## config.mk

```make
export PLATFORM = sky130hd
export DESIGN_NAME = i2c_irq_vector
export DESIGN_NICKNAME = d
export VERILOG_FILES = /design/src/rtl/ivu_pkg.sv /design/src/rtl/ivu_flag_bank.sv /design/src/rtl/ivu_prio_enc.sv /design/src/rtl/ivu_busy_trk.sv /design/src/rtl/i2c_irq_vector.sv
export SDC_FILE = /design/constraint.sdc
export NUM_CORES = 1
export LEC_CHECK = 0
export CORE_MARGIN = 2
export CORE_UTILIZATION = 60
export DETAILED_ROUTE_END_ITERATION = 7
export DONT_BUFFER_PORTS = 1
export PLACE_DENSITY = 0.78
export SYNTH_ARGS = -nofsm -noshare
export SYNTH_HDL_FRONTEND = slang
export SYNTH_SLANG_ARGS = --single-unit
```

## constraint.sdc

```tcl
create_clock -name clk -period 2 [get_ports clk]
set_clock_uncertainty 0.05 [all_clocks]
set_input_delay 0.5 -clock clk [delete_from_list [all_inputs] [get_ports clk]]
set_output_delay 0.5 -clock clk [all_outputs]
set_load 0.01 [all_outputs]
```

## src/rtl/ivu_pkg.sv

```systemverilog
package ivu_pkg;

  localparam int NUM_EV = 7;
  localparam int CODE_W = $clog2(NUM_EV + 1);

  localparam int EV_ARB   = 0;
  localparam int EV_NACK  = 1;
  localparam int EV_ARDY  = 2;
  localparam int EV_RXRDY = 3;
  localparam int EV_TXRDY = 4;
  localparam int EV_STOP  = 5;
  localparam int EV_SLV   = 6;

  // flags visible and write-one-clearable in the status word
  localparam logic [NUM_EV-1:0] W1C_SET =
    (NUM_EV'(1) << EV_ARB) | (NUM_EV'(1) << EV_NACK) |
    (NUM_EV'(1) << EV_ARDY) | (NUM_EV'(1) << EV_STOP);

  localparam int ST_RSFULL = 11;
  localparam int ST_BUSY   = 12;
  localparam int STAT_W    = ST_BUSY + 1;

  typedef enum logic [1:0] {
    RA_MASK = 2'd0,
    RA_STAT = 2'd1,
    RA_VEC  = 2'd2,
    RA_NONE = 2'd3
  } reg_sel_e;

  // lowest set bit index plus one, zero when empty
  function automatic logic [CODE_W-1:0] lowest_code(input logic [NUM_EV-1:0] v);
    logic [CODE_W-1:0] c;
    c = '0;
    for (int i = NUM_EV - 1; i >= 0; i--) begin
      if (v[i]) c = CODE_W'(i + 1);
    end
    return c;
  endfunction

  // one-hot flag select for a code, zero code selects nothing
  function automatic logic [NUM_EV-1:0] code_onehot(input logic [CODE_W-1:0] c);
    logic [NUM_EV-1:0] o;
    o = '0;
    for (int i = 0; i < NUM_EV; i++) begin
      if (c == CODE_W'(i + 1)) o[i] = 1'b1;
    end
    return o;
  endfunction

  function automatic logic [STAT_W-1:0] pack_status(input logic [NUM_EV-1:0] flags,
                                                    input logic rsfull,
                                                    input logic busy);
    logic [STAT_W-1:0] s;
    s = '0;
    s[NUM_EV-1:0] = flags & W1C_SET;
    s[ST_RSFULL]  = rsfull;
    s[ST_BUSY]    = busy;
    return s;
  endfunction

endpackage

```

## src/rtl/ivu_flag_bank.sv

```systemverilog
module ivu_flag_bank #(
  parameter int N = 7
) (
  input  logic         clk,
  input  logic         rst_n,
  input  logic [N-1:0] set_i,
  input  logic [N-1:0] clr_i,
  output logic [N-1:0] flag_o
);

  logic [N-1:0] flag_q;

  for (genvar gi = 0; gi < N; gi++) begin : g_flag
    always_ff @(posedge clk) begin
      if (!rst_n)          flag_q[gi] <= 1'b0;
      else if (set_i[gi])  flag_q[gi] <= 1'b1;
      else if (clr_i[gi])  flag_q[gi] <= 1'b0;
    end

    // a set pulse always lands, even against a clear
    assert_set_wins_R10: assert property (@(posedge clk) disable iff (!rst_n)
      set_i[gi] |=> flag_q[gi]);

    // any clear source without a set retires the flag
    assert_clear_takes_R5: assert property (@(posedge clk) disable iff (!rst_n)
      (clr_i[gi] && !set_i[gi]) |=> !flag_q[gi]);
  end

  assign flag_o = flag_q;

endmodule

```

## src/rtl/ivu_prio_enc.sv

```systemverilog
module ivu_prio_enc
  import ivu_pkg::*;
(
  input  logic              clk,
  input  logic              rst_n,
  input  logic [NUM_EV-1:0] pend_i,
  input  logic [NUM_EV-1:0] en_i,
  output logic [CODE_W-1:0] code_o
);

  logic [NUM_EV-1:0] live;

  assign live   = pend_i & en_i;
  assign code_o = lowest_code(live);

  // zero code exactly when nothing enabled is pending
  assert_idle_R4: assert property (@(posedge clk) disable iff (!rst_n)
    (code_o == '0) == (live == '0));

  // reported event is live and nothing below it is
  assert_lowest_R3: assert property (@(posedge clk) disable iff (!rst_n)
    (code_o != '0) |->
      (live[code_o - 1'b1] &&
       ((live & ((NUM_EV'(1) << (code_o - 1'b1)) - NUM_EV'(1))) == '0)));

endmodule

```

## src/rtl/ivu_busy_trk.sv

```systemverilog
module ivu_busy_trk (
  input  logic clk,
  input  logic rst_n,
  input  logic start_i,
  input  logic stop_i,
  output logic busy_o
);

  logic busy_q;

  always_ff @(posedge clk) begin
    if (!rst_n)       busy_q <= 1'b0;
    else if (start_i) busy_q <= 1'b1;
    else if (stop_i)  busy_q <= 1'b0;
  end

  assign busy_o = busy_q;

  assert_busy_set_R8: assert property (@(posedge clk) disable iff (!rst_n)
    start_i |=> busy_o);

  assert_busy_clr_R8: assert property (@(posedge clk) disable iff (!rst_n)
    (stop_i && !start_i) |=> !busy_o);

endmodule

```

## src/rtl/i2c_irq_vector.sv

```systemverilog
module i2c_irq_vector
  import ivu_pkg::*;
#(
  parameter int DATA_W = 16
) (
  input  logic              clk,
  input  logic              rst_n,
  input  logic              bus_wr,
  input  logic              bus_rd,
  input  logic [1:0]        bus_addr,
  input  logic [DATA_W-1:0] bus_wdata,
  output logic [DATA_W-1:0] bus_rdata,
  input  logic [NUM_EV-1:0] evt,
  input  logic              start_det,
  input  logic              rx_data_rd,
  input  logic              tx_data_wr,
  input  logic              rx_shift_full,
  output logic              irq
);

  reg_sel_e          sel;
  logic              mask_wr, stat_wr, vec_rd;
  logic [NUM_EV-1:0] mask_q;
  logic [NUM_EV-1:0] flags;
  logic [CODE_W-1:0] vec_code;
  logic [NUM_EV-1:0] clr_w1c, clr_vec, clr_data, clr_all;
  logic              busy;
  logic              irq_q;
  logic              unused_wdata;

  assign sel     = reg_sel_e'(bus_addr);
  assign mask_wr = bus_wr && (sel == RA_MASK);
  assign stat_wr = bus_wr && (sel == RA_STAT);
  assign vec_rd  = bus_rd && (sel == RA_VEC);
  assign unused_wdata = ^bus_wdata[DATA_W-1:NUM_EV];

  // mask register
  always_ff @(posedge clk) begin
    if (!rst_n)       mask_q <= '0;
    else if (mask_wr) mask_q <= bus_wdata[NUM_EV-1:0];
  end

  // clear sources, named for the assertions
  assign clr_w1c  = stat_wr ? (bus_wdata[NUM_EV-1:0] & W1C_SET) : '0;
  assign clr_vec  = vec_rd ? code_onehot(vec_code) : '0;
  assign clr_data = ((NUM_EV'(rx_data_rd)) << EV_RXRDY) |
                    ((NUM_EV'(tx_data_wr)) << EV_TXRDY);
  assign clr_all  = clr_w1c | clr_vec | clr_data;

  ivu_flag_bank #(.N(NUM_EV)) u_flags (
    .clk    (clk),
    .rst_n  (rst_n),
    .set_i  (evt),
    .clr_i  (clr_all),
    .flag_o (flags)
  );

  ivu_prio_enc u_enc (
    .clk    (clk),
    .rst_n  (rst_n),
    .pend_i (flags),
    .en_i   (mask_q),
    .code_o (vec_code)
  );

  ivu_busy_trk u_busy (
    .clk     (clk),
    .rst_n   (rst_n),
    .start_i (start_det),
    .stop_i  (evt[EV_STOP]),
    .busy_o  (busy)
  );

  always_ff @(posedge clk) begin
    if (!rst_n) irq_q <= 1'b0;
    else        irq_q <= |(flags & mask_q);
  end
  assign irq = irq_q;

  always_comb begin
    unique case (sel)
      RA_MASK: bus_rdata = DATA_W'(mask_q);
      RA_STAT: bus_rdata = DATA_W'(pack_status(flags, rx_shift_full, busy));
      RA_VEC:  bus_rdata = DATA_W'(vec_code);
      default: bus_rdata = '0;
    endcase
  end

  assert_mask_R1: assert property (@(posedge clk) disable iff (!rst_n)
    mask_wr |=> (mask_q == $past(bus_wdata[NUM_EV-1:0])));

  assert_irq_on_R9: assert property (@(posedge clk) disable iff (!rst_n)
    (|(flags & mask_q)) |=> irq);

  assert_irq_off_R9: assert property (@(posedge clk) disable iff (!rst_n)
    !(|(flags & mask_q)) |=> !irq);

  // a zero vector read leaves every flag alone
  assert_zero_read_R5: assert property (@(posedge clk) disable iff (!rst_n)
    (vec_rd && vec_code == '0) |-> (clr_vec == '0));

endmodule

```

**Word level (Yosys, flattened, before mapping)**

Cells that the tools add are included.

- ROM bits: 0
- Bits in registers: 16
- Memories kept: 0
- Bits in writable memories: 0
- Latch bits: 0
- Word-level logic and storage cells: 69

- Order comparisons: 0
- Div/mod/pow operators: 0
- Shifts and indexed selects: 0
- Equality and inequality tests: 9
- $add $sub $neg: 0
- Bitwise gates (word level): 4
- Reduce and logical (&&, ||, !) cells: 13
- Multiplexer cells: 33
- Multipliers: 0

Operator list:

| cell | count |
|---|---|
| $pmux 13 s3 | 1 |
| $mux 1 | 23 |
| $mux 3 | 7 |
| $reduce_bool 2->1 | 8 |
| $eq 3x3->1 const B | 4 |
| $and 7x7->7 | 1 |
| $mux 7 | 1 |
| $or 6x7->7 | 1 |
| $or 7x5->7 | 1 |
| $reduce_or 7->1 | 1 |
| $eq 3x2->1 const B | 2 |
| $mux 6 | 1 |
| $or 4x5->5 | 1 |
| $eq 3x1->1 const B | 1 |
| $logic_and 1x1->1 | 3 |
| $eq 2x1->1 const B | 1 |
| $eq 2x2->1 const B | 1 |
| $logic_not 2->1 | 1 |

**Logic depth before layout (Yosys ltp)**

Gate-level depths: netlist (run 1).

- Depth after elaboration: 15
- Mapped depth: 5
- Mapped depth without buffers: 4

**Hierarchy**

From an unflattened synthesis (run 1), not the netlist that was laid out.

- Cells, all modules: 111
- Area total of the unflattened synthesis: 1029.7 um2

By module, submodules not included:

| module | times used | area each (um2) | sequential area each (um2) | cells each |
|---|---|---|---|---|
| i2c_irq_vector | 1 | 649.4 | 160.2 | 73 |
| ivu_flag_bank | 1 | 236.5 | 140.1 | 21 |
| ivu_prio_enc | 1 | 102.6 | 0.0 | 14 |
| ivu_busy_trk | 1 | 41.3 | 20.0 | 3 |

**Worst setup path before layout (run 1)**

No wires, ideal clock.

- Path type: input port to output port
- Start: input bus_addr[0]
- End: output bus_rdata[1]
- Path slack: 0.202 ns
- Stages: 3
- Arrival: 1.248 ns
- Cells stage by stage: clkbuf_1 -> nand2b_1 -> o32ai_1

- Word-level cells in the longest chain between the ends: 2
- Elaborated cells between the ends (all ways): 4

Ends and longest elaborated chain:

| element | RTL line | source |
|---|---|---|
| start, declared | i2c_irq_vector.sv:10 | `input logic [1:0] bus_addr,` |
| $eq 2x2->1 (tied with other cells) | i2c_irq_vector.sv:81 | `unique case (sel)` |
| $pmux 13 s3 * | i2c_irq_vector.sv:81 |  |
| end, declared | i2c_irq_vector.sv:12 | `output logic [DATA_W-1:0] bus_rdata,` |

Mark *: on every way between the ends. The rest lies on a longest branch, timed or not.

**Worst setup path after layout (run 1)**

- Start: register u_flags.flag_q[5], in the netlist u_flags.flag_o[5]
- End: output bus_rdata[0]

- Word-level cells in the longest chain between the ends: 8

Ends and longest elaborated chain:

| element | RTL line | source |
|---|---|---|
| start, declared | ivu_flag_bank.sv:11 | `logic [N-1:0] flag_q;` |
| start signal, assigned by index | ivu_flag_bank.sv:15 | `if (!rst_n) flag_q[gi] <= 1'b0;` |
| start signal, assigned by index | ivu_flag_bank.sv:16 | `else if (set_i[gi]) flag_q[gi] <= 1'b1;` |
| start signal, assigned by index | ivu_flag_bank.sv:17 | `else if (clr_i[gi]) flag_q[gi] <= 1'b0;` |
| $and 7x7->7 | ivu_prio_enc.sv:13 | `assign live = pend_i & en_i;` |
| $mux 3 (6 in series) | ivu_pkg.sv:35 | `if (v[i]) c = CODE_W'(i + 1);` |
| $pmux 13 s3 | i2c_irq_vector.sv:81 |  |

No other way between the ends.

==> impl_summary.log, run 1 <==
[metrics] CTS tree: yes
[metrics] clock sink count: 16
[metrics] die span in y: 43.7 um
[metrics] cell-internal power: 446 uW
[metrics] starting density of the core: 0.636
[metrics] synthesis-to-finish area growth: 5.81%
[metrics] clock-pin slew of the registers on the worst-case setup and hold paths: 0.09 ns
[metrics] vias in the first global route: approximately 720
[metrics] final worst-path cycle share: 0.995
[metrics] launching element type of the critical path: flip-flop
[metrics] total of flip-flops plus latches after synthesis: 16
[metrics] length of routed wiring on met1: 839 um
[metrics] number of buffers added by the clock tree synthesis step: 3
[metrics] Post-DP HPWL: 1490 um
[metrics] Hold/Removal Path Class: in2reg
[metrics] number of synthesized flops with an enable pin: 0
[metrics] Avg Cell Area, Syn: 8.85 um^2
[metrics] status: completed
[metrics] final setup fails: 0
[metrics] max-slew violations: 0
[metrics] port bufs: 0
[metrics] depth of the most critical reg-to-reg path: 5
[metrics] power density relative to cell area: 603 nW/um^2
[metrics] Synthesis Warnings: 0
[metrics] average via count per standard cell: 6.42
[metrics] layout cells sized above 1: 0.128
[metrics] Final Util: 0.673
[metrics] placed cells: 118
[metrics] number of antenna violations at the first check in global routing: 0
[metrics] synthesized netlist cell count: between 100 and 150
[metrics] FP Rows: 14
[metrics] kind of critical path: reg2out
[metrics] highest attainable clock frequency: 0.503 GHz
[metrics] share of power burned in registers: 0.588
[metrics] leakage power: 0.000376 uW
[metrics] share of synthesized area occupied by flip-flops and latches: 0.338
[metrics] part of the power in the clock network: 0.282
[metrics] area of the core: 1490 um^2
[metrics] maximum level of the CTS H-tree: 1
[metrics] quantity of hold-fixing buffers added after cts: 0
[metrics] max capacitance violation total: 0
[metrics] Synth area leaders: sky130_fd_sc_hd__dfxtp_1, sky130_fd_sc_hd__mux2i_1, sky130_fd_sc_hd__nor2b_1
[metrics] count of antenna-violating nets left after detailed routing: 0
[metrics] # IOs: 50
[metrics] CTS root buf: sky130_fd_sc_hd__clkbuf_4
[metrics] top routing layer used: met4
[metrics] fraction of registers with async set or reset after synthesis: 0
[metrics] largest net degree at the start of global routing: 17
[metrics] violation count after the first detailed-routing iteration: 28
[metrics] clk buf depth: 2
[metrics] wire length of the first global-routing pass: 3150 um
[metrics] number of antenna repair diodes: 0
[metrics] Clk Latency, worst-skew pair: around 0.29 ns
[metrics] non-filler cells, final: roughly 130
[metrics] final hold violation count: 0
[metrics] sum of routed wire length over all layers: 2010 um
[metrics] Cell Area, Synth: between 900 and 1000 um^2
[metrics] cell with the most instances after synthesis: sky130_fd_sc_hd__dfxtp_1
[metrics] RSZ-0062 raised after global routing: true
[metrics] type of destination of the critical path: output pin
[metrics] Die Footprint: roughly 1900 um^2
[metrics] Horiz. Die Dim: between 40 and 50 um
[metrics] switching power summed over all nets: 158 uW
[metrics] arrival time of data at the critical path endpoint: around 1.4 ns
[metrics] routability congestion estimate: 0.780
[metrics] overall global routing resource usage: 0.220
[metrics] fraction of post-synthesis cell area in the top cell type by area: 0.338
[metrics] sequential cell area in the final layout: 323 um^2
[metrics] first-pass iteration count of the detailed router: 5
[metrics] Net Sw Frac: 0.262
[metrics] maximum resistive drop on vdd: between 300 and 400 uV
[metrics] total via count after detailed routing: roughly 800
[metrics] Synth cell types: 33
[metrics] dominant cell type by area after synthesis: sky130_fd_sc_hd__dfxtp_1
[metrics] Filler cells: 129
[metrics] most common library cells after synthesis: sky130_fd_sc_hd__dfxtp_1, sky130_fd_sc_hd__mux2i_1, sky130_fd_sc_hd__nor2b_1
[metrics] area of combinational cells with multiple inputs: approximately 600 um^2
[metrics] ys flop type: sky130_fd_sc_hd__dfxtp_1
[metrics] global route overflow: 0
[metrics] number of nets in the layout: 144
[metrics] post-layout minimum cycle time: 1.99 ns
[metrics] Hold Path Stages: 1
[metrics] routed wirelength normalized by instance count: 16.1 um
[metrics] routed wl met2: 980 um
[metrics] residual DRC count: 0
[metrics] met3 wire length: 169 um
[metrics] combinational cell fraction of total power: 0.131
[metrics] largest fanout of any net on the critical path: 5
[metrics] Worst Path Required: 1.45 ns
-- final cells by class --
type | instances | area share
multi-input combinational | 84 | 0.598
sequential | 16 | 0.322
timing repair buffer | 4 | 0.0300
clock buffer | 3 | 0.0225
tap | 16 | 0.0200
inverter | 2 | 0.00749
-- metal layers --
layer	vias to the layer above	track usage
met3	6	0.0625
met4	0	0.0909
li1	383	-
met5	-	0
met2	36	0.374
met1	377	0.257
-- final timing paths --
check,from,endpoint,slack (ns)
min,rst_n,u_busy.busy_o,0.28
min reg2reg,mask_q[6],mask_q[6],0.51
max reg2reg,u_flags.flag_o[0],u_flags.flag_o[6],0.21
max,u_flags.flag_o[5],bus_rdata[0],0.01
-- stage by stage --
| stage | hold WS [ns] | TNS [ns] | total power (uW) | cell area, um^2 | worst slack (ns) |
|---|---|---|---|---|---|
| floorplan | 0.467 | 0 | 436 | 970 | 0.202 |
| global placement | 0.490 | 0 | 430 | 922 | 0.207 |
| detailed placement | 0.505 | 0 | 432 | 922 | 0.197 |
| CTS | 0.276 | -0.00903 | 603 | 973 | -0.00903 |
| global route | 0.257 | -0.0256 | 628 | 1000 | -0.0256 |
| finish | 0.276 | 0 | 604 | 1000 | 0.0102 |
-- registers in the layout, summed over array words and instances, names as in the netlist --
signal	flops
mask_q	7
u_busy.busy_o	1
u_flags.flag_o	7
irq	1
-- worst max-delay path, cell delays in order (launching register included) --
cell                       delay [ns]
sky130_fd_sc_hd__dfxtp_1         0.36
sky130_fd_sc_hd__and2_1          0.17
sky130_fd_sc_hd__o211ai_1        0.32
sky130_fd_sc_hd__a21oi_2         0.13
sky130_fd_sc_hd__o22ai_2         0.18
-- layout by cell type, fill, tap and decap left out, types with 3 or more instances in the layout --
master,synthesis,layout
sky130_fd_sc_hd__a21oi_1,5,4
sky130_fd_sc_hd__and2_1,6,6
sky130_fd_sc_hd__and3b_1,3,3
sky130_fd_sc_hd__buf_4,7,4
sky130_fd_sc_hd__clkbuf_4,0,3
sky130_fd_sc_hd__conb_1,1,7
sky130_fd_sc_hd__dfxtp_1,16,14
sky130_fd_sc_hd__mux2i_1,11,11
sky130_fd_sc_hd__nand2_1,7,7
sky130_fd_sc_hd__nor2_1,3,3
sky130_fd_sc_hd__nor2b_1,11,11
sky130_fd_sc_hd__o21a_1,4,4
-- logic make-up (layout without fill, tap and decap cells) --
logic type             count (synthesis)  after routing  synth area share
multiplexers                          11             11             0.116
AND/OR/NAND/NOR                       39             39             0.248
other                                  1              7           0.00396
buffers and inverters                 13              9            0.0793
flip-flops                            16             16             0.338
AO/OA/AOI/OAI                         27             27             0.214
-- repair_timing --
action / 4_1_cts / 5_1_grt
resized for setup: 3 / 4
pin swaps: 1 / 7
setup endpoints to repair: 3 / 3
setup buffers: 1 / 3
-- power by group through the flow --
stage / clock [uW] / combinational (uW) / sequential [uW]
after floorplan: 0 / 80.0 / 356
after global placement: 0 / 69.4 / 360
after detailed placement: 0 / 71.1 / 361
after CTS: 173 / 75.5 / 354
after global routing: 184 / 86.1 / 358
final: 170 / 78.9 / 355
Power figures use the tool's default switching activity.
==> run 2, diff against run 1 <==
--- a/config.mk
+++ b/config.mk
@@ -5,6 +5,7 @@
 export SDC_FILE = /design/constraint.sdc
 export NUM_CORES = 1
 export LEC_CHECK = 0
+export ABC_AREA = 1
 export CORE_MARGIN = 2
 export CORE_UTILIZATION = 60
 export DETAILED_ROUTE_END_ITERATION = 7
==> impl_summary.log, run 2 <==
[metrics] vias in the first global route: 776 (+7.3%)
[metrics] Die Footprint: 1930 um^2 (+0.73%)
[metrics] number of buffers added by the clock tree synthesis step: 3 (unchanged)
[metrics] maximum level of the CTS H-tree: 1 (unchanged)
[metrics] Hold/Removal Path Class: in2reg
[metrics] share of synthesized area occupied by flip-flops and latches: 0.336 (-0.00266)
[metrics] port bufs: 0 (unchanged)
[metrics] Cell Area, Synth: 955 um^2 (+0.79%)
[metrics] placed cells: 166 (+41%)
[metrics] leading cell types in the layout, fill and taps excluded: sky130_fd_sc_hd__nand2_1, sky130_fd_sc_hd__inv_1, sky130_fd_sc_hd__nor2_1
[metrics] area of the core: 1510 um^2 (+1.2%)
[metrics] most used cell along the critical path: sky130_fd_sc_hd__nand2_1
[metrics] quantity of hold-fixing buffers added after cts: 0 (unchanged)
[metrics] Avg Cell Area, Syn: 6.32 um^2 (-29%)
[metrics] sum of routed wire length over all layers: 2070 um (+2.6%)
[metrics] Synth cell types: 21 (-36%)
[metrics] final worst-path cycle share: 0.982 (-0.0129)
[metrics] area fraction in compound gates after synthesis: 0.176 (-0.0384)
[metrics] Post-DP HPWL: 1610 um (+7.9%)
[metrics] layout cells sized above 1: 0.250 (+0.122)
[metrics] Worst Path Required: 1.45 ns (about the same)
[metrics] status: completed
[metrics] synthesis-to-finish area growth: 7.60%
[metrics] launching element type of the critical path: flip-flop
[metrics] routability congestion estimate: 0.819 (+5.0%)
[metrics] power density relative to cell area: 668 nW/um^2 (+11%)
[metrics] area fraction in and, or, nand and nor cells after synthesis: 0.308 (+0.0596)
[metrics] kind of critical path: reg2out
[metrics] clk buf depth: 2 (unchanged)
[metrics] arrival time of data at the critical path endpoint: 1.41 ns (-0.03 ns)
[metrics] routed wirelength normalized by instance count: 12.0 um (-25%)
[metrics] Post-Synth Adder-Cell Area: 0 (unchanged)
[metrics] length of routed wiring on met1: 837 um (-0.24%)
[metrics] cell with the most instances after synthesis: sky130_fd_sc_hd__nand2_1
[metrics] Clk Latency, worst-skew pair: 0.30 ns (about the same)
[metrics] maximum resistive drop on vdd: 516 uV (+37%)
[metrics] max-slew violations: 0 (unchanged)
[metrics] Horiz. Die Dim: 43.9 um (+0.37%)
[metrics] overall global routing resource usage: 0.222 (+0.00181)
[metrics] ys flop type: sky130_fd_sc_hd__dfxtp_1
[metrics] top routing layer used: met4
[metrics] slowest stage cell on the critical path: sky130_fd_sc_hd__dfxtp_1
[metrics] met3 wire length: 154 um (-8.9%)
[metrics] fraction of post-synthesis cell area in the top cell type by area: 0.336 (-0.00266)
[metrics] final setup fails: 0 (unchanged)
[metrics] wire length of the first global-routing pass: 3150 um (+0.22%)
[metrics] clock sink count: 16 (unchanged)
[metrics] number of nets in the layout: 190 (+32%)
[metrics] type of destination of the critical path: output pin
[metrics] Synthesis Warnings: 0 (unchanged)
[metrics] average via count per standard cell: 5.25 (-18%)
[metrics] total of flip-flops plus latches after synthesis: 16 (unchanged)
[metrics] starting density of the core: 0.634 (-0.00241)
[metrics] total via count after detailed routing: 903 (+13%)
[metrics] FP Rows: 14 (unchanged)
[metrics] CTS tree: yes
[metrics] Synth area leaders: sky130_fd_sc_hd__dfxtp_1, sky130_fd_sc_hd__nand2_1, sky130_fd_sc_hd__inv_1
[metrics] non-filler cells, final: 172 (+38%)
[metrics] highest attainable clock frequency: 0.509 GHz (+1.3%)
[metrics] number of antenna violations at the first check in global routing: 0 (unchanged)
[metrics] clock-pin slew of the registers on the worst-case setup and hold paths: 0.10 ns (about the same)
[metrics] residual DRC count: 0 (unchanged)
[metrics] Largest stage delay, worst path: 0.36 ns (about the same)
[metrics] synthesized netlist cell count: 151 (+41%)
[metrics] area of combinational cells with multiple inputs: 513 um^2 (-14%)
[metrics] most common library cells after synthesis: sky130_fd_sc_hd__nand2_1, sky130_fd_sc_hd__inv_1, sky130_fd_sc_hd__nor2_1
[metrics] count of antenna-violating nets left after detailed routing: 0 (unchanged)
[metrics] post-layout minimum cycle time: 1.96 ns (-0.0258 ns)
[metrics] fraction of registers with async set or reset after synthesis: 0 (unchanged)
[metrics] Filler cells: 148 (+15%)
[metrics] combinational family with the most area after synthesis: simple AND/OR/NAND/NOR gates
[metrics] sequential cell area in the final layout: 327 um^2 (+1.2%)
[metrics] share of synthesized area spent on multiplexers: 0 (-0.116)
[metrics] final hold violation count: 0 (unchanged)
[metrics] CTS root buf: sky130_fd_sc_hd__clkbuf_4
[metrics] Worst Path Buf+Inv: 1 (+1)
[metrics] global route overflow: 0 (unchanged)
[metrics] number of antenna repair diodes: 0 (unchanged)
[metrics] largest fanout of any net on the critical path: 3 (-2)
[metrics] leakage power: 0.000517 uW (+37%)
[metrics] # IOs: 50 (unchanged)
[metrics] chain of cells forming the critical path: nand2_1, nand2_1, inv_2, nand2_1, nand2_1, o211ai_1
[metrics] dominant cell type by area after synthesis: sky130_fd_sc_hd__dfxtp_1
[metrics] fraction of synthesized cell area in xor and xnor cells: 0 (unchanged)
[metrics] Final Util: 0.682 (+0.00879)
[metrics] first-pass iteration count of the detailed router: 4 (-1)
[metrics] number of synthesized flops with an enable pin: 0 (unchanged)
[metrics] top cell family by delay on the critical path: simple AND/OR/NAND/NOR gates
[metrics] max capacitance violation total: 0 (unchanged)
[metrics] largest net degree at the start of global routing: 10 (-7)
[metrics] RSZ-0062 raised after global routing: true
[metrics] routed wl met2: 1030 um (+5.0%)
[metrics] die span in y: 43.9 um (+0.37%)
[metrics] violation count after the first detailed-routing iteration: 16 (-43%)
[metrics] most frequent standard cell in the layout excluding fill and tap cells: sky130_fd_sc_hd__nand2_1
run 2: repair_timing:
action | CTS | global route
cloned | 0 | 0
setup endpoints to repair | 1 | 3
resized for setup | 2 | 14
pin swaps | 1 | 6
setup buffers | 0 | 2
run 2: worst paths after layout:
check / from / endpoint / slack [ns] / cells past startpoint
min: evt[4] / u_flags.flag_o[4] / 0.28 / 2
min reg2reg: mask_q[6] / mask_q[6] / 0.44 / 2
max: mask_q[2] / bus_rdata[1] / 0.04 / 6
max reg2reg: u_flags.flag_o[1] / u_flags.flag_o[4] / 0.65 / 8
run 2: kinds of logic after synthesis:
| logic type | after synthesis |
|---|---|
| flip-flops | 16 |
| other | 1 |
| AO/OA/AOI/OAI | 28 |
| AND/OR/NAND/NOR | 68 |
| buffers and inverters | 38 |
run 2: area by class of cell:
| class | count | area share |
|---|---|---|
| clock buffer | 4 | 0.0353 |
| tap | 16 | 0.0195 |
| timing repair buffer | 2 | 0.0146 |
| sequential | 16 | 0.318 |
| multi-input combinational | 103 | 0.499 |
| inverter | 31 | 0.113 |
run 2: power by group:
part | internal, uW | total, uW | switching [uW]
clock network | 111 | 221 | 110
registers | 340 | 356 | 15.5
logic | 37.4 | 110 | 72.2
run 2: per-layer routing:
metal  track usage  vias to the layer above
met5             0                        -
met1         0.260                      400
li1              -                      463
met2         0.359                       33
met4         0.133                        0
met3        0.0583                        7
run 2: metrics by stage:
stage               TNS [ns]  cell area (um^2)  hold WS, ns  total power, uW  setup WS [ns]
floorplan                  0               977        0.389              451          0.460
global placement           0               945        0.401              455          0.353
detailed placement         0               945        0.422              459          0.332
CTS                        0               983        0.268              677        0.00212
global route         -0.0589              1030        0.266              717        -0.0353
finish                     0              1030        0.275              687         0.0360
==> run 3, diff against run 2 <==
--- a/config.mk
+++ b/config.mk
@@ -10,6 +10,7 @@
 export CORE_UTILIZATION = 60
 export DETAILED_ROUTE_END_ITERATION = 7
 export DONT_BUFFER_PORTS = 1
+export HOLD_SLACK_MARGIN = 0.12
 export PLACE_DENSITY = 0.78
 export SYNTH_ARGS = -nofsm -noshare
 export SYNTH_HDL_FRONTEND = slang
==> constraint.sdc (replaced) <==
create_clock -name clk -period 2 [get_ports clk]
set_clock_uncertainty 0.05 [all_clocks]
set_input_delay 0.4 -clock clk [delete_from_list [all_inputs] [get_ports clk]]
set_output_delay 0.4 -clock clk [all_outputs]
set_load 0.01 [all_outputs]
==> impl_summary.log, run 3 (synthesis gave the netlist of run 2 again) <==
[metrics] worst reg2reg path endpoint: u_flags.flag_o[4]
[metrics] depth of the most critical reg-to-reg path: 8 (unchanged)
[metrics] wire length of the first global-routing pass: 3150 um (unchanged)
[metrics] R2R Setup Slk: 0.64 ns (about the same)
[metrics] maximum level of the CTS H-tree: 1 (unchanged)
[metrics] CTS tree: yes
[metrics] overall global routing resource usage: 0.222 (unchanged)
[metrics] die span in y: 43.9 um (unchanged)
[metrics] # IOs: 50 (unchanged)
[metrics] max capacitance violation total: 0 (unchanged)
[metrics] starting density of the core: 0.634 (unchanged)
[metrics] Hold/Removal Path Class: in2reg
[metrics] final setup fails: 0 (unchanged)
[metrics] clk buf depth: 2 (unchanged)
[metrics] global route overflow: 0 (unchanged)
[metrics] Largest stage delay, worst path: 0.33 ns (-0.03 ns)
[metrics] FP Rows: 14 (unchanged)
[metrics] slowest stage cell on the critical path: sky130_fd_sc_hd__dfxtp_1
[metrics] most used cell along the critical path: sky130_fd_sc_hd__nand2_1
[metrics] count of antenna-violating nets left after detailed routing: 0 (unchanged)
[metrics] power density relative to cell area: 683 nW/um^2 (+2.2%)
[metrics] routability congestion estimate: 0.819 (unchanged)
[metrics] number of buffers added by the clock tree synthesis step: 3 (unchanged)
[metrics] number of buffers inserted to repair setup after CTS: 0 (unchanged)
[metrics] most frequent standard cell in the layout excluding fill and tap cells: sky130_fd_sc_hd__nand2_1
[metrics] number of antenna repair diodes: 0 (unchanged)
[metrics] routed wirelength normalized by instance count: 11.6 um (-3.6%)
[metrics] maximum resistive drop on vdd: 523 uV (+1.4%)
[metrics] first-pass iteration count of the detailed router: 4 (unchanged)
[metrics] launching element type of the critical path: flip-flop
[metrics] CTS root buf: sky130_fd_sc_hd__clkbuf_4
[metrics] residual DRC count: 0 (unchanged)
[metrics] Die Footprint: 1930 um^2 (unchanged)
[metrics] Post-Route Hold Slack: 0.176 ns (-0.0990 ns)
[metrics] aggregate negative setup slack: 0 ns (unchanged)
[metrics] leading cell types in the layout, fill and taps excluded: sky130_fd_sc_hd__nand2_1, sky130_fd_sc_hd__inv_1, sky130_fd_sc_hd__nor2_1
[metrics] clock sink count: 16 (unchanged)
[metrics] type of destination of the critical path: output pin
[metrics] worst hold path startpoint: evt[4]
[metrics] vias in the first global route: 776 (unchanged)
[metrics] layout cells sized above 1: 0.156 (-0.0942)
[metrics] number of nets in the layout: 188 (-1.1%)
[metrics] leakage power: 0.000506 uW (-2.2%)
[metrics] largest net degree at the start of global routing: 10 (unchanged)
[metrics] Post-DP HPWL: 1610 um (unchanged)
[metrics] arrival time of data at the critical path endpoint: 1.41 ns (about the same)
[metrics] violation count after the first detailed-routing iteration: 18 (+2)
[metrics] placed cell area: 945 um^2 (unchanged)
[metrics] synthesis-to-finish area growth: 3.28%
[metrics] quantity of hold-fixing buffers added after cts: 0 (unchanged)
[metrics] total non-filler cell area in the finished layout: 986 um^2 (-4.0%)
[metrics] Hold Path Stages: 2 (unchanged)
[metrics] Min-Delay Endpoint: u_flags.flag_o[4]
[metrics] area of the core: 1510 um^2 (unchanged)
[metrics] port bufs: 0 (unchanged)
[metrics] number of antenna violations at the first check in global routing: 0 (unchanged)
[metrics] origin of the critical flop-to-flop path: u_flags.flag_o[1]
[metrics] max-slew violations: 0 (unchanged)
[metrics] chain of cells forming the critical path: nand2_1, nand2_1, inv_1, nand2_1, nand2_1, nand2_1, o211ai_1
[metrics] Clk Latency, worst-skew pair: 0.29 ns (about the same)
[metrics] Horiz. Die Dim: 43.9 um (unchanged)
[metrics] kind of critical path: reg2out
[metrics] highest attainable clock frequency: 0.538 GHz (+5.7%)
[metrics] largest fanout of any net on the critical path: 2 (-1)
[metrics] clock-pin slew of the registers on the worst-case setup and hold paths: 0.09 ns (about the same)
[metrics] Worst Path Required: 1.55 ns (+0.10 ns)
[metrics] final worst-path cycle share: 0.929 (-0.0529)
[metrics] status: completed
[metrics] total via count after detailed routing: 903 (unchanged)
[metrics] RSZ-0062 raised after global routing: false
[metrics] final hold violation count: 0 (unchanged)
[metrics] post-layout minimum cycle time: 1.86 ns (-0.106 ns)
[metrics] sum of routed wire length over all layers: 1970 um (-4.7%)
[metrics] average via count per standard cell: 5.31 (+1.2%)
==> run 3: cell types whose count changed in the layout (fill, tap and decap cells not counted), sizes merged <==
cell and delta:
buf -2
==> run 3: critical path, delay by kind of cell (launching register included) <==
family	cells	cell delay, ns
compound gates	1	0.30
buf+inv	1	0.08
flops	1	0.33
simple gates	5	0.41
==> run 3: cell type report <==
cell class	instances	area, um^2
Clock buffer	4	36.3
Fill cell	155	520
Inverter	31	116
Multi-Input combinational cell	103	490
Sequential cell	16	323
Tap cell	16	20.0
==> run 3: worst max-delay path by stage <==
stage	from	end	cells after the start
3_5_place_dp	u_flags.flag_o[5]	bus_rdata[0]	9
6_report	mask_q[4]	bus_rdata[1]	7
4_1_cts	u_flags.flag_o[5]	bus_rdata[0]	9
3_3_place_gp	mask_q[5]	bus_rdata[0]	9
5_1_grt	u_flags.flag_o[5]	bus_rdata[0]	9
2_1_floorplan	u_flags.flag_o[5]	bus_rdata[0]	9
==> run 3: repair_timing <==
item                                   in CTS  in global routing
endpoints found under the hold margin       0                  0
gates resized for setup                     0                  3
setup endpoints to repair                   0                  1
==> run 3: metal layers <==
metal  wire length, um  track usage
met1               833        0.260
met3               129       0.0583
met5                 0            0
met4                57        0.133
met2               950        0.359
==> run 3: per-stage QoR <==
stage	worst slack (ns)	total power (uW)	instances	utilization
global placement	0.453	455	166	0.627
CTS	0.0891	676	170	0.651
detailed placement	0.432	459	166	0.627
global route	0.00292	706	170	0.654
floorplan	0.560	451	157	-
finish	0.142	673	170	0.654
==> run 3: where the power goes <==
| group | switching, uW | internal (uW) | leakage, uW |
|---|---|---|---|
| registers | 13.5 | 339 | 0.000133 |
| logic | 68.7 | 32.1 | 0.000352 |
| clock network | 108 | 111 | 0.0000210 |
| total | 191 | 483 | 0.000506 |
